**src/rtl/smi_master.sv**
```systemverilog
module smi_master #(
  parameter int CLK_DIV = 2
) (
  input  logic       clk,
  input  logic       rst_n,
  input  logic       start,
  input  logic       rd_nwr,
  input  logic [7:0] reg_addr,
  input  logic [7:0] wr_data,
  output logic       busy,
  output logic       done,
  output logic [7:0] rd_data,
  output logic       mdc,
  output logic       mdio_o,
  output logic       mdio_oe,
  input  logic       mdio_i
);
  localparam int DW = (CLK_DIV > 1) ? $clog2(CLK_DIV) : 1;
  localparam int FRAME_BITS = 64;
  localparam int TA_POS = 46;
  localparam int DATA_POS = 48;

  logic [DW-1:0] div;
  logic [6:0]    cnt;
  logic [63:0]   frame;
  logic [15:0]   rx;
  logic          is_rd;

  wire       tick = (div == DW'(CLK_DIV - 1));
  wire [1:0] ta   = rd_nwr ? 2'b00 : 2'b10;
  wire [7:0] wlo  = rd_nwr ? 8'h00 : wr_data;
  wire [63:0] build = {32'hFFFF_FFFF, 2'b01, 2'b00, rd_nwr, 1'b0,
                       reg_addr[7:5], reg_addr[4:0], ta, 8'h00, wlo};

  assign mdio_o  = frame[63];
  assign mdio_oe = busy && !(is_rd && cnt >= 7'(TA_POS));

  always_ff @(posedge clk or negedge rst_n) begin
    if (!rst_n) begin
      busy    <= 1'b0;
      done    <= 1'b0;
      rd_data <= '0;
      mdc     <= 1'b0;
      div     <= '0;
      cnt     <= '0;
      frame   <= '0;
      rx      <= '0;
      is_rd   <= 1'b0;
    end else begin
      done <= 1'b0;
      if (!busy) begin
        if (start) begin
          busy  <= 1'b1;
          frame <= build;
          is_rd <= rd_nwr;
          cnt   <= '0;
          div   <= '0;
          mdc   <= 1'b0;
        end
      end else if (tick) begin
        div <= '0;
        mdc <= ~mdc;
        if (!mdc) begin
          if (cnt >= 7'(DATA_POS)) rx <= {rx[14:0], mdio_i};
        end else if (cnt == 7'(FRAME_BITS - 1)) begin
          busy  <= 1'b0;
          done  <= 1'b1;
          frame <= '0;
          if (is_rd) rd_data <= rx[7:0];
        end else begin
          cnt   <= cnt + 7'd1;
          frame <= {frame[62:0], 1'b0};
        end
      end else begin
        div <= div + DW'(1);
      end
    end
  end
endmodule


```
**config.mk**
```make
export PLATFORM = sky130hd
export DESIGN_NAME = smi_master
export DESIGN_NICKNAME = d
export VERILOG_FILES = /design/src/rtl/smi_master.sv
export SDC_FILE = /design/constraint.sdc
export NUM_CORES = 1
export LEC_CHECK = 0
export BUFFER_PORTS_ARGS = -buffer_cell sky130_fd_sc_hd__buf_2
export CORE_MARGIN = 2
export CORE_UTILIZATION = 50
export DETAILED_ROUTE_END_ITERATION = 7
export GPL_TIMING_DRIVEN = 0
export PLACE_DENSITY = 0.69
export SLEW_MARGIN = 30
export SYNTH_ARGS = -nofsm -noshare
export SYNTH_HDL_FRONTEND = slang
export SYNTH_SLANG_ARGS = --single-unit
```
**constraint.sdc**
```tcl
create_clock -name clk -period 3.99 [get_ports clk]
set_input_delay 0.5985 -clock clk [delete_from_list [all_inputs] [get_ports clk]]
set_output_delay 0.5985 -clock clk [all_outputs]
set_load 0.005 [all_outputs]
```
==> flow_summary.yaml <==
final_layout:
  nets: 437
  final_common_cell: "dfrtp_1"
  areaGrowthSynthToFinish_pct: 14.0
  most-common-layout-cells: "dfrtp_1 (92), nand2_1 (56), buf_2 (50), nor2_1 (46), a31oi_1 (43)"
  layout-drive-gt1-share: 0.229
  fin_util: 0.584
  antenna_cells: 0
  fin_area_sq_mm: 0.00446
sta:
  setup_violations: 0
  drv_slew: 0
  fin_crit_sh: 0.617
  rsz0062_at_grt: "false"
  max_freq_mhz: 407
  tns_ns: 0
  period_needed_ns: 2.46
  clock_skew_ns: 0.00826
  relSlewSlack: 0.614
  worstMarginPinSlew_ns: 0.577
  hold_violations: 0
power:
  p_leak_uw: 0.00211
  power-per-cell-area_mw_per_mm2: 719
  power.internal_uw: 2070
  sequentialPowerShare: 0.470
  power.total_uw: 3210
  clockPowerShare: 0.218
  power_frac_comb: 0.312
  ir_drop_uv: 328
  p_sw_frac: 0.354
  netSwitchingPower_uw: 1140
cts:
  cts_num_sinks: 92
  ctsHoldBuffers: 0
  cts_resized: 0
  insertion_delay_ns: 0.36
  h-tree-depth: 3
  cts_tree: "yes"
  clk_path_buf_depth: 2
  path_clk_slew_ns: 0.09
  cts_root_buf: "clkbuf_8"
  postCtsSetupBuffers: 0
  cts_buffers: 9
logic_synthesis:
  synth_top_area_frac: 0.588
  async_flop_share: 1.00
  synth_edf_count: 0
  syn_inst: 369
  netlist_area_sq_mm: 0.00391
  synth_top_area_cell: "dfrtp_1"
  syn_avg_cell_area_sq_um: 10.6
  ys_warn_count: 0
  synthTopCellsByArea: "dfrtp_1 (59%), a31oi_1 (6.9%), nand2_1 (5.4%), mux2_2 (4.9%), nor2_1 (4.4%)"
  synth_fp_nets: 392
  ys_ff_latch: 92
  ys_types: 38
  synth-main-ff-cell: "dfrtp_1"
  synth.yosys.seq_area_share: 0.588
routing:
  drtIter0Drc: 241
  num_vias: 2918
  via_per_inst: 5.60
  wl_per_cell_um: 15.0
  drc: 0
  totalWireLength_um: 7820
  drtPass1Iterations: 4
  final_antenna_net_count: 0
setup_path:
  r2r_cells: 7
  cp.required_ns: 3.39
  critPathCaptureType: "output pin"
  r2r_end: "frame[7]$_DFFE_PN0P_"
  arrival_ns: 1.86
  reg2reg_slack_ns: 2.16
  timing.rr.start: "cnt[0]$_DFFE_PN0P_"
  path_class: "reg -> out"
  startpoint_type: "flip-flop"
  critPathMaxFanout: 10
floorplanning:
  dieArea_sq_mm: 0.00855
  start_util: 0.512
  core-area_sq_mm: 0.00765
  fp.dieW_um: 92.5
  pin_count: 34
  die_h_um: 92.5
  rows: 32
run:
  drv_cap: 0
grt:
  antenna_found_initial: 0
  grt_util_met2: 0.297
  grt_overflow: 0
  grt_pass1_vias: 2881
  grt_usage: 0.203
  met3_usage: 0.0448
  busiest_layer: "met1"
  grt_max_degree: 70
  met1_usage: 0.305
  grt_pass1_wl_um: 13800
placement:
  placed_area_sq_mm: 0.00424
  dp_hpwl_um: 5210
  port_buffers: 33
  gp_congestion: 0.757
hold_path:
  worst_hold_path_type: "in -> async"
outcome:
  status: "finished, final reports clean"
==> critical path, cell delays in order (launching register included) <==
cell,delay [ns]
dfrtp_1,0.38
buf_2,0.24
buf_2,0.26
buf_2,0.27
a21boi_0,0.21
buf_2,0.14
==> flip-flops by register name, summed over array words and instances (netlist names) <==
register / cells
busy: 1
done: 1
frame: 64
rx: 8
is_rd: 1
cnt: 7
mdc: 1
div: 1
rd_data: 8
==> power by group through the flow <==
stage / combinational (uW) / clock, uW / sequential, uW
floorplan: 795 / 0 / 1460
global placement: 979 / 0 / 1510
detailed placement: 1010 / 0 / 1520
CTS: 1010 / 709 / 1510
global route: 1140 / 751 / 1560
finish: 1000 / 699 / 1510
==> final cells by class <==
type	instances	area (sq um)
buffer	27	135
clock buffer	9	124
clock inverter	7	98.8
fill	657	3180
inverter	2	7.51
multi-input combinational	248	1470
sequential	92	2300
tap	102	128
timing repair buffer	34	199
==> through the flow <==
step           cells  setup WS [ns]  hold slack, ns
6_report         521           1.53          0.0774
5_1_grt          521           1.41          0.0797
4_1_cts          521           1.51          0.0797
3_5_place_dp     505           1.91           0.469
3_3_place_gp     504           1.47           0.458
2_1_floorplan    369           2.26           0.303
==> layer usage <==
metal / share of wire / vias up
li1: - / 1392
met3: 0.050 / 5
met4: 0.0087 / 0
met2: 0.45 / 71
met1: 0.49 / 1450
met5: 0 / -
==> cells in the mapped netlist, drive strengths merged, types with 5 or more instances <==
| cell type | instances |
|---|---|
| a21oi | 12 |
| a22o | 14 |
| a31oi | 43 |
| a32oi | 7 |
| buf | 22 |
| clkbuf | 5 |
| dfrtp | 92 |
| mux2 | 17 |
| nand2 | 57 |
| nand3 | 5 |
| nor2 | 47 |
| nor2b | 11 |
| o21ai | 16 |
==> worst max path at each step <==
stage,cells past startpoint,end,start
floorplan,4,mdio_oe,busy$_DFF_PN0_
global placement,1,rd_data[4]$_DFFE_PN0P_,rst_n
CTS,5,mdio_oe,busy$_DFF_PN0_
finish,5,mdio_oe,busy$_DFF_PN0_
global route,5,mdio_oe,busy$_DFF_PN0_
detailed placement,5,mdio_oe,busy$_DFF_PN0_
==> logic make-up after synthesis <==
logic type                 synth area share
xor gates and xnor gates            0.00224
and+or+nand+nor                       0.147
DFF                                   0.588
buffers and inverters                0.0364
adders and majority gates           0.00639
AOI/OAI and AO/OA                     0.168
muxes                                0.0515
Note: power is estimated with default switching activity, not from simulation.
